File: config.mk
export PLATFORM = sky130hd
export DESIGN_NAME = energy_pulse_gen
export DESIGN_NICKNAME = d
export VERILOG_FILES = /design/src/rtl/epg_pkg.sv /design/src/rtl/epg_accum.sv /design/src/rtl/epg_sched.sv /design/src/rtl/epg_pad.sv /design/src/rtl/energy_pulse_gen.sv
export SDC_FILE = /design/constraint.sdc
export NUM_CORES = 1
export LEC_CHECK = 0
export ABC_CLOCK_PERIOD_IN_PS = 10600
export BUFFER_PORTS_ARGS = -buffer_cell sky130_fd_sc_hd__buf_2
export CAP_MARGIN = 20
export CORE_AREA = 5 5 101 103
export DETAILED_ROUTE_END_ITERATION = 8
export DIE_AREA = 0 0 106 108
export PLACE_DENSITY_LB_ADDON = 0.05
export SLEW_MARGIN = 30
export SYNTH_ARGS = -nofsm -noshare
export SYNTH_HDL_FRONTEND = slang
export SYNTH_SLANG_ARGS = --single-unit
File: constraint.sdc
create_clock -name clk_i -period 10.6 [get_ports clk_i]
set_clock_uncertainty 0.15 [all_clocks]
set_input_delay 1.59 -clock clk_i [delete_from_list [all_inputs] [get_ports clk_i]]
set_output_delay 1.59 -clock clk_i [all_outputs]
set_load 0.005 [all_outputs]
File: src/rtl/epg_pkg.sv
package epg_pkg;
  localparam int unsigned PHASE_W = 2;
  localparam int unsigned N_PINS  = 2;
  localparam int unsigned MIN_RATE = 2; // 2^-4 with 5 fraction bits
  typedef logic [PHASE_W-1:0] phase_t;
  typedef enum logic [0:0] {PIN_PULSE = 1'b0, PIN_DIR = 1'b1} pin_idx_e;
endpackage

File: src/rtl/epg_accum.sv
module epg_accum #(
  parameter int unsigned EW = 24,
  parameter int unsigned RW = 24,
  parameter int unsigned THR_SHIFT = 0,
  localparam int unsigned AW = ((EW > RW + THR_SHIFT) ? EW : RW + THR_SHIFT) + 2
) (
  input  logic                 clk_i,
  input  logic                 rst_ni,
  input  logic                 valid_i,
  input  logic signed [EW-1:0] energy_i,
  input  logic        [RW-1:0] rate_i,
  output logic                 fire_o,
  output logic                 neg_o
);
  import epg_pkg::*;

  logic signed [AW-1:0] acc_q, sum;
  logic [AW-1:0] mag, thr;
  logic [RW-1:0] rate_c;

  always_comb begin
    rate_c = (rate_i < RW'(MIN_RATE)) ? RW'(MIN_RATE) : rate_i;
    thr    = AW'(rate_c) << THR_SHIFT;
    sum    = acc_q + {{(AW-EW){energy_i[EW-1]}}, energy_i};
    mag    = sum[AW-1] ? AW'(-sum) : AW'(sum);
    fire_o = valid_i && (mag >= thr);
    neg_o  = sum[AW-1];
  end

  always_ff @(posedge clk_i or negedge rst_ni) begin
    if (!rst_ni)      acc_q <= '0;
    else if (fire_o)  acc_q <= '0;
    else if (valid_i) acc_q <= sum;
  end

  assert_clear_after_fire_R1: assert property (@(posedge clk_i) disable iff (!rst_ni)
    fire_o |=> (acc_q == '0));
endmodule

File: src/rtl/epg_sched.sv
module epg_sched #(
  parameter int unsigned SLOT_CYC = 16,
  parameter int unsigned PW_CYC   = 4,
  parameter int unsigned EVT_WIN  = 64,
  localparam int unsigned SW  = $clog2(SLOT_CYC),
  localparam int unsigned QTR = SLOT_CYC / 4,
  localparam int unsigned PCW = $clog2(PW_CYC + 1),
  localparam int unsigned WCW = $clog2(EVT_WIN + 1)
) (
  input  logic            clk_i,
  input  logic            rst_ni,
  input  logic            fire_i,
  input  logic            neg_i,
  input  epg_pkg::phase_t phase_i,
  output logic            pulse_o,
  output logic            dir_o,
  output logic            evt_o,
  output logic            ovf_o
);
  logic [SW-1:0]  slot_cnt, off;
  logic [PCW-1:0] pw_cnt;
  logic [WCW-1:0] win_cnt;
  logic pend_q, start;

  always_comb begin
    off   = SW'(phase_i) * SW'(QTR);
    start = pend_q && (slot_cnt == off);
  end

  always_ff @(posedge clk_i or negedge rst_ni) begin
    if (!rst_ni) begin
      slot_cnt <= '0;
      pend_q   <= 1'b0;
      ovf_o    <= 1'b0;
      dir_o    <= 1'b0;
    end else begin
      slot_cnt <= (slot_cnt == SW'(SLOT_CYC - 1)) ? '0 : slot_cnt + 1'b1;
      pend_q   <= fire_i | (pend_q & ~start);
      ovf_o    <= fire_i & pend_q & ~start;
      if (fire_i) dir_o <= neg_i;
    end
  end

  always_ff @(posedge clk_i or negedge rst_ni) begin
    if (!rst_ni) begin
      pulse_o <= 1'b0;
      pw_cnt  <= '0;
    end else if (start) begin
      pulse_o <= 1'b1;
      pw_cnt  <= PCW'(PW_CYC - 1);
    end else if (pulse_o) begin
      if (pw_cnt == '0) pulse_o <= 1'b0;
      else              pw_cnt  <= pw_cnt - 1'b1;
    end
  end

  always_ff @(posedge clk_i or negedge rst_ni) begin
    if (!rst_ni) begin
      evt_o   <= 1'b0;
      win_cnt <= '0;
    end else if (start) begin
      evt_o   <= 1'b1;
      win_cnt <= '0;
    end else if (evt_o) begin
      if (win_cnt == WCW'(EVT_WIN - 1)) evt_o <= 1'b0;
      else                              win_cnt <= win_cnt + 1'b1;
    end
  end

  initial assert_slot_fits_R4: assert (PW_CYC <= SLOT_CYC && PW_CYC > 0 && SLOT_CYC % 4 == 0);

  assert_phase_start_R5: assert property (@(posedge clk_i) disable iff (!rst_ni)
    $rose(pulse_o) |-> ($past(slot_cnt) == $past(off)));
  assert_ovf_needs_pending_R8: assert property (@(posedge clk_i) disable iff (!rst_ni)
    ovf_o |-> $past(pend_q));
  assert_evt_on_pulse_R9: assert property (@(posedge clk_i) disable iff (!rst_ni)
    $rose(evt_o) |-> $rose(pulse_o));
endmodule

File: src/rtl/epg_pad.sv
module epg_pad (
  input  logic lvl_i,
  input  logic open_drain_i,
  output logic pin_o,
  output logic oe_o
);
  always_comb begin
    pin_o = open_drain_i ? 1'b0 : lvl_i;
    oe_o  = open_drain_i ? ~lvl_i : 1'b1;
  end
endmodule

File: src/rtl/energy_pulse_gen.sv
module energy_pulse_gen #(
  parameter int unsigned EW        = 24,
  parameter int unsigned RW        = 24,
  parameter int unsigned THR_SHIFT = 0,
  parameter int unsigned SLOT_CYC  = 16,
  parameter int unsigned PW_CYC    = 4,
  parameter int unsigned EVT_WIN   = 64
) (
  input  logic                 clk_i,
  input  logic                 rst_ni,
  input  logic                 valid_i,
  input  logic signed [EW-1:0] energy_i,
  input  logic        [RW-1:0] rate_i,
  input  logic [1:0]           phase_i,
  input  logic                 override_i,
  input  logic                 user_pulse_i,
  input  logic                 user_dir_i,
  input  logic                 open_drain_i,
  output logic                 pulse_o,
  output logic                 pulse_oe_o,
  output logic                 dir_o,
  output logic                 dir_oe_o,
  output logic                 evt_o,
  output logic                 ovf_o
);
  import epg_pkg::*;

  logic fire, neg, pulse_int, dir_int;
  logic [N_PINS-1:0] lvl, pin, oe;

  epg_accum #(.EW(EW), .RW(RW), .THR_SHIFT(THR_SHIFT)) u_accum (
    .clk_i, .rst_ni, .valid_i, .energy_i, .rate_i,
    .fire_o(fire), .neg_o(neg)
  );

  epg_sched #(.SLOT_CYC(SLOT_CYC), .PW_CYC(PW_CYC), .EVT_WIN(EVT_WIN)) u_sched (
    .clk_i, .rst_ni, .fire_i(fire), .neg_i(neg), .phase_i(phase_t'(phase_i)),
    .pulse_o(pulse_int), .dir_o(dir_int), .evt_o, .ovf_o
  );

  always_comb begin
    lvl[PIN_PULSE] = override_i ? user_pulse_i : pulse_int;
    lvl[PIN_DIR]   = override_i ? user_dir_i   : dir_int;
  end

  for (genvar g = 0; g < N_PINS; g++) begin : g_pad
    epg_pad u_pad (.lvl_i(lvl[g]), .open_drain_i, .pin_o(pin[g]), .oe_o(oe[g]));
  end

  assign pulse_o    = pin[PIN_PULSE];
  assign pulse_oe_o = oe[PIN_PULSE];
  assign dir_o      = pin[PIN_DIR];
  assign dir_oe_o   = oe[PIN_DIR];

  assert_od_never_drives_high_R7: assert property (@(posedge clk_i) disable iff (!rst_ni)
    (open_drain_i && oe[PIN_PULSE]) |-> !pin[PIN_PULSE]);
endmodule

==> results of run 1 <==
## registers in the layout (all words and copies together) (netlist names)
signal	count
u_accum.acc_q	26
u_sched.dir_o	1
u_sched.evt_o	1
u_sched.ovf_o	1
u_sched.pend_q	1
u_sched.pulse_o	1
u_sched.pw_cnt	3
u_sched.slot_cnt	4
u_sched.win_cnt	7
## cells in the mapped netlist (5+ instances only)
| master | n | area [µm²] |
|---|---|---|
| dfrtp_1 | 45 | 1130 |
| nand2b_1 | 7 | 43.8 |
| nor4_1 | 10 | 62.6 |
| nor3_1 | 20 | 100 |
| o21bai_1 | 5 | 37.5 |
| xnor2_1 | 23 | 201 |
| and4_1 | 7 | 61.3 |
| clkbuf_1 | 14 | 52.6 |
| o21ai_0 | 22 | 110 |
| and3_1 | 5 | 31.3 |
| o2bb2ai_2 | 10 | 150 |
| inv_1 | 44 | 165 |
| o2bb2ai_1 | 10 | 87.6 |
| buf_2 | 6 | 30.0 |
| ha_1 | 55 | 688 |
| nand3_1 | 11 | 55.1 |
| xor2_1 | 25 | 219 |
| nand2_1 | 69 | 259 |
| nand4_1 | 15 | 93.8 |
| a31oi_1 | 9 | 56.3 |
| a21o_1 | 8 | 60.1 |
| o31ai_1 | 8 | 60.1 |
| nor2_1 | 37 | 139 |
| a21oi_1 | 44 | 220 |
| o21ai_1 | 6 | 30.0 |
## layer usage
layer  wire (µm)  share of wire  vias up  track usage
met5           0              0        -            0
met4         188          0.016        0       0.0500
met3         589          0.050       14       0.0263
met2        5260           0.45      109        0.335
met1        5660           0.48     2068        0.301
li1            -              -     2211            -
## worst register-to-register path, cell delays in order, from the launching register on
cell      delay, ns
dfrtp_1        0.41
ha_1           0.21
fa_1           0.43
a21o_1         0.25
a221oi_4       0.36
o21ai_1        0.22
nor4_2         0.45
and4bb_2       0.34
nand2_1        0.08
nor4_1         0.51
a21oi_1        0.18
xor2_1         0.20
ha_1           0.35
a21o_1         0.16
a21oi_1        0.16
nor2b_1        0.06
o21ai_0        0.14
nand2b_1       0.08
a221oi_1       0.32
nand4_1        0.25
buf_4          0.32
and4_1         0.26
## power by group
part / internal (µW) / switching [µW]
Sequential: 222 / 33.8
Combinational: 382 / 578
Clock: 50.0 / 74.8
## worst max-delay path by stage
stage,from,to,slack (ns)
floorplan,energy_i[0],u_accum.acc_q[18]$_DFFE_PN0P_,4.34
global placement,energy_i[0],u_sched.ovf_o$_DFF_PN0_,3.62
detailed placement,energy_i[0],u_accum.acc_q[21]$_DFFE_PN0P_,3.34
CTS,energy_i[0],u_sched.ovf_o$_DFF_PN0_,3.69
global route,energy_i[0],u_accum.acc_q[20]$_DFFE_PN0P_,3.11
finish,energy_i[0],u_sched.ovf_o$_DFF_PN0_,3.63
## layout make-up
cell class	instances	area (µm²)	area share
flip-flops and latches	45	1130	0.218
clock buffers	5	68.8	0.0133
well taps	111	139	0.0269
multi-input cells	466	3320	0.641
inverters	44	165	0.0319
repair buffers	64	328	0.0634
clock inverters	3	28.8	0.00556
## logic make-up after synthesis
logic type / count (synthesis) / share of synthesized area
AND/OR/NAND/NOR: 202 / 0.218
multiplexers: 3 / 0.00664
flip-flops: 45 / 0.239
buffers and inverters: 66 / 0.0566
XOR/XNOR: 48 / 0.0893
adder cells (fa/ha/maj): 56 / 0.150
AO/OA/AOI/OAI: 157 / 0.240
## through the flow
step,instance area (µm²),util,cells,hold WS [ns],total power [µW]
CTS,5170,0.568,738,0.350,1340
floorplan,4710,-,577,0.299,1010
global placement,5070,0.557,730,0.320,1190
detailed placement,5070,0.557,730,0.328,1210
global route,5170,0.568,738,0.360,1480
finish,5170,0.568,738,0.342,1340
==> summary.md, run 1 <==
| Metric | Value |
|---|---|
| Clk_lat worst skew | about 0.31 ns |
| Net count after synthesis | between 600 and 700 |
| Layout cell share with drive strength beyond 1 | 0.150 |
| Die width | between 100 and 150 µm |
| #FFs+latches synth | 45 |
| Worst r2r src | u_accum.acc_q[0]$_DFFE_PN0P_ |
| Synthesized area | roughly 4700 µm² |
| Status | completed |
| Floorplan core area | slightly above 9000 µm² |
| Relative slew margins | 0.440 |
| Post-cts resize count | 0 |
| WP data required | between 10 and 15 ns |
| Die Y | between 100 and 150 µm |
| Post-Synthesis Cells | a little under 600 |
| Sequential-to-total area share from yosys stat | 0.239 |
| Longest Clk Path Bufs | 2 |
| Kind of cell adding the most delay to the critical path | simple AND/OR/NAND/NOR gates |
| Min-Delay Endpoint | u_sched.slot_cnt[0]$_DFF_PN0_ |
| Routed vias/inst | around 6.0 |
| F_max | ~140 MHz |
| DIE AREA | about 11000 µm² |
| Dpl ws | roughly 3.3 ns |
| CTS tree | yes |
| FF-to-FF End | u_sched.ovf_o$_DFF_PN0_ |
| Yosys cell types | 65 |
| Vias in the first global route | ~4200 |
| Ports | between 60 and 70 |
| CTS H-tree lvls | 2 |
| Cell Rows | 35 |
| Routability cong. | slightly above 0.9 |
| Final setup TNS | 0 ns |
| P per Cell Area | 259 nW/µm² |
| Final hold violation count | 0 |
| P&R area growth vs syn | 9.83% |
| Synth Flop Type | dfrtp_1 |
| N_diodes | 0 |
| CP max-delay cell | nor4_1 |
| Port bufs | 62 |
| Slew at the pin closest to its max-slew limit | approximately 0.84 ns |
| Fill cells | around 900 |
| Lkg Pwr | approximately 0.0025 µW |
| Worst-path fanout max | 25 |
| Max Cap Viol | 0 |
| Hold Path Cell Cnt | 1 |
| Starting Density | 0.517 |
| HP Class | reg -> reg |
| Post-synthesis average cell area | 8.16 µm² |
| Crit start category | input port |
| Total Routing Usage GR | 0.209 |
| Commonest non-fill, non-tap cell in the layout | nand2_1 |
| Hold Startpoint | u_sched.slot_cnt[0]$_DFF_PN0_ |
| ANT nets after route | 0 |
| Worst path cell trace | buf_2 -> ha_1 -> fa_1 -> a21o_1 -> a221oi_4 -> o21ai_1 -> nor4_2 -> and4bb_2 -> nand2_1 -> nor4_1 -> a21oi_1 -> xor2_1 -> ha_1 -> a21o_1 -> a21oi_1 -> nor2b_1 -> o21ai_0 -> nand2b_1 -> a221oi_1 -> nand4_1 -> buf_4 -> and4_1 |
| EDFF count, synth | 0 |
| Total length of routed wires | between 10 and 15 mm |
| CP Depth | 22 |
| First-pass GRT wire length | a little under 20 mm |
| Clock root buffer | clkbuf_8 |
| Drt drc | 0 |
| Warnings from Yosys | 0 |
| Crit path time final | 6.97 ns |
| Largest net degree at the start of global routing | 46 |
| Endpoint type of the worst setup path | register |
| Final worst setup slack | between 3 and 4 ns |
| Antenna violations before repair | 0 |
| DR iter-0 viols | 220 |
| # Post-CTS Setup Buffers | 0 |
| Clock sink total | between 40 and 50 |
| WP buf/inv | 2 |
| Commonest cells after routing, fill and taps aside | nand2_1, buf_2, ha_1, dfrtp_1 |
| FFs w/ async S/R, synth | 1.00 |
| TritonCTS buffer count | 5 |
| Critical Path AT | roughly 7.0 ns |
| Initial DRT Pass Iterations | 5 |
| Crit path kind | in -> reg |
| Clock-pin slew on the worst setup and hold paths | about 0.10 ns |
| Unrepaired setup endpoints after global routing | no |
| FF-to-FF path depth | 21 |
| Period utilization | 0.658 |
| Setup Viol. Count Final | 0 |
| VDD IR max | 0.106 mV |
| Final #Nets | roughly 740 |
| R2R Setup Slk | 4.60 ns |
| CTS Hold Buffers Added | 0 |
| Final Max Slew Viols | 0 |
| Vias | between 4000 and 5000 |
| Crit-path max cell delay | ~0.51 ns |
| Routed len/inst | around 16 µm |
| Total grt overflow | 0 |
| Hpwl dp | approximately 9.3 mm |
Note: power is estimated with default switching activity, not from simulation.
==> run 2, diff against run 1 <==
Settings changed: ABC_AREA set to 1, ABC_CLOCK_PERIOD_IN_PS 10600 to 6500, CORE_AREA 5 5 101 103 to 5 5 108 110, DIE_AREA 0 0 106 108 to 0 0 113 115.
Clock period 10.6 ns to 6.5 ns, I/O delays scaled along.
==> summary.md, run 2 <==
| Metric | Value |
|---|---|
| Status | completed |
| Starting Density | 0.519 (+0.00232) |
| Max Cap Viol | 0 (unchanged) |
| Net count after synthesis | 1023 (+48%) |
| Routability cong. | 0.926 (+0.55%) |
| Worst r2r src | u_accum.acc_q[0]$_DFFE_PN0P_ |
| Relative slew margins | 0.593 (+0.153) |
| Largest net degree at the start of global routing | 46 (unchanged) |
| Crit start category | input port |
| Clk_lat worst skew | 0.32 ns (about the same) |
| Worst-path fanout max | 7 (-72%) |
| Post-synthesis average cell area | 6.05 µm² (-26%) |
| Die width | 113 µm (+6.6%) |
| #FFs+latches synth | 45 (unchanged) |
| Warnings from Yosys | 0 (unchanged) |
| EDFF count, synth | 0 (unchanged) |
| Regs by FF count | u_accum.acc_q x26, u_sched.win_cnt x7, u_sched.slot_cnt x4 |
| Synth area leader | nand2_1 |
| Worst setup path startpoint | energy_i[0] |
| Vias in the first global route | 5242 (+24%) |
| CP most frequent cell | nand2_1 |
| R2R Setup Slk | 1.70 ns (-2.90 ns) |
| Sequential-to-total area share from yosys stat | 0.204 (-0.0346) |
| Yosys cell types | 41 (-37%) |
| Worst hold margin | 0.343 ns (+0.000375 ns) |
| Total Routing Usage GR | 0.225 (+0.0161) |
| Ports | 63 (unchanged) |
| Clock root buffer | clkbuf_8 |
| Die Y | 115 µm (+6.5%) |
| Post-cts resize count | 0 (unchanged) |
| Commonest non-fill, non-tap cell in the layout | nand2_1 |
| Sw Pwr | 1330 µW (+94%) |
| DIE AREA | 13000 µm² (+14%) |
| Cell with the most instances after synthesis | nand2_1 |
| Final Max Slew Viols | 0 (unchanged) |
| CTS Hold Buffers Added | 0 (unchanged) |
| Setup Viol. Count Final | 0 (unchanged) |
| Crit path time final | 5.18 ns |
| Total grt overflow | 0 (unchanged) |
| CP max-delay cell | fa_1 |
| Synth top area share | 0.213 (-0.0257) |
| Cell Rows | 38 (+8.6%) |
| Largest Register | u_accum.acc_q |
| Clock sink total | 45 (unchanged) |
| CTS tree | yes |
| Routed vias/inst | 4.97 (-17%) |
| Period utilization | 0.796 |
| Post-Synthesis Cells | 910 (+58%) |
| # Post-CTS Setup Buffers | 0 (unchanged) |
| Top post-synthesis cells by count | nand2_1, inv_1, nor2_1 |
| N_diodes | 0 (unchanged) |
| Initial DRT Pass Iterations | 5 (unchanged) |
| DR iter-0 viols | 269 (+22%) |
| VDD IR max | 0.185 mV (+74%) |
| Switching share of total power | 0.546 (+0.0337) |
| Top post-synthesis cells by area | nand2_1, dfrtp_1, inv_1, ha_1, nand3_1 |
| P per Cell Area | 402 nW/µm² (+55%) |
| Synth Flop Type | dfrtp_1 |
| Crit-path max cell delay | 0.46 ns (-0.05 ns) |
| Crit path kind | in -> reg |
| ANT nets after route | 0 (unchanged) |
| Longest Clk Path Bufs | 2 (unchanged) |
| WP data required | 6.60 ns (-4.06 ns) |
| TritonCTS buffer count | 5 (unchanged) |
| Commonest cells after routing, fill and taps aside | nand2_1, inv_1, nor2_1, buf_2 |
| Drt drc | 0 (unchanged) |
| Critical Path AT | 5.27 ns (-1.76 ns) |
| Layout cell share with drive strength beyond 1 | 0.127 (-0.0225) |
| FFs w/ async S/R, synth | 1.00 (unchanged) |
| Comb power frac | 0.727 (+0.011) |
| Routed len/inst | 12.8 µm (-19%) |
| P&R area growth vs syn | 9.95% |
| CTS H-tree lvls | 2 (unchanged) |
| HP Class | reg -> reg |
| Port bufs | 62 (unchanged) |
| Vias | 5530 (+26%) |
| Floorplan core area | 10600 µm² (+16%) |
| Internal cell power | 1110 µW (+69%) |
| Final #Nets | 1085 (+47%) |
| Final setup TNS | 0 ns (unchanged) |
| Power share of the clock group | 0.096 (+0.003) |
| Total length of routed wires | 14.3 mm (+22%) |
| First-pass GRT wire length | 23.9 mm (+21%) |
| F_max | a little under 200 MHz |
| Clock-pin slew on the worst setup and hold paths | 0.10 ns (about the same) |
| Unrepaired setup endpoints after global routing | no |
| Endpoint type of the worst setup path | register |
| Final hold violation count | 0 (unchanged) |
| Slew at the pin closest to its max-slew limit | 0.610 ns (-0.230 ns) |
| Lkg Pwr | 0.00372 µW (+52%) |
| Antenna violations before repair | 0 (unchanged) |
| Hpwl dp | 11.8 mm (+26%) |
| Hold Startpoint | u_accum.acc_q[7]$_DFFE_PN0P_ |
| Synthesized area | 5510 µm² (+17%) |
| Reg power frac | 0.176 (-0.015) |
| Max FFs per register | 26 (unchanged) |
run 2: kinds of logic after synthesis:
logic type / share of synthesized area
flops: 0.204
xor+xnor: 0.0429
buf+inv: 0.145
compound gates: 0.0611
simple gates: 0.418
fa+ha+maj: 0.129
run 2: path summary, 6_finish.rpt:
path,end,cells after the start
worst max-delay path,u_accum.acc_q[5]$_DFFE_PN0P_,25
worst min-delay path,u_accum.acc_q[7]$_DFFE_PN0P_,2
worst max register to register,u_accum.acc_q[5]$_DFFE_PN0P_,24
worst min register to register,u_accum.acc_q[7]$_DFFE_PN0P_,2
max in group asynchronous,u_sched.dir_o$_DFFE_PN0P_,1
min in group asynchronous,u_accum.acc_q[15]$_DFFE_PN0P_,1
run 2: layout make-up:
type / instances / area (µm²)
inverters: 195 / 732
clock inverters: 3 / 50.0
repair buffers: 63 / 320
flip-flops and latches: 45 / 1130
fillers: 1121 / 4550
multi-input cells: 662 / 3580
well taps: 140 / 175
clock buffers: 5 / 68.8
run 2: power groups by stage:
| stage | combinational, µW | sequential, µW | clock (µW) |
|---|---|---|---|
| after floorplan | 1400 | 414 | 0 |
| after global placement | 1760 | 434 | 0 |
| after detailed placement | 1770 | 434 | 0 |
| after CTS | 1780 | 430 | 241 |
| after global routing | 2050 | 440 | 255 |
| final | 1770 | 429 | 235 |
run 2: stage by stage:
stage / utilization / setup WS, ns / total power (µW) / instance area [µm²] / cells
floorplan: - / 1.81 / 1810 / 5510 / 910
finish: 0.571 / 1.32 / 2440 / 6050 / 1113
CTS: 0.571 / 1.35 / 2450 / 6050 / 1113
global route: 0.571 / 0.902 / 2740 / 6050 / 1113
detailed placement: 0.560 / 1.03 / 2200 / 5940 / 1105
global placement: 0.560 / 1.09 / 2190 / 5930 / 1105
run 2: critical path: cells and delay by family:
kind	cells	cell delay, ns
AO/OA/AOI/OAI	3	0.77
XOR/XNOR	2	0.55
buffers and inverters	3	0.32
adder cells (fa/ha/maj)	3	1.01
AND/OR/NAND/NOR	14	1.65
run 2: routing by layer:
layer	part of all wire	track usage	vias up
li1	-	-	2928
met3	0.042	0.0268	26
met2	0.48	0.404	111
met1	0.45	0.282	2465
met4	0.029	0.0697	0
met5	0	0	-
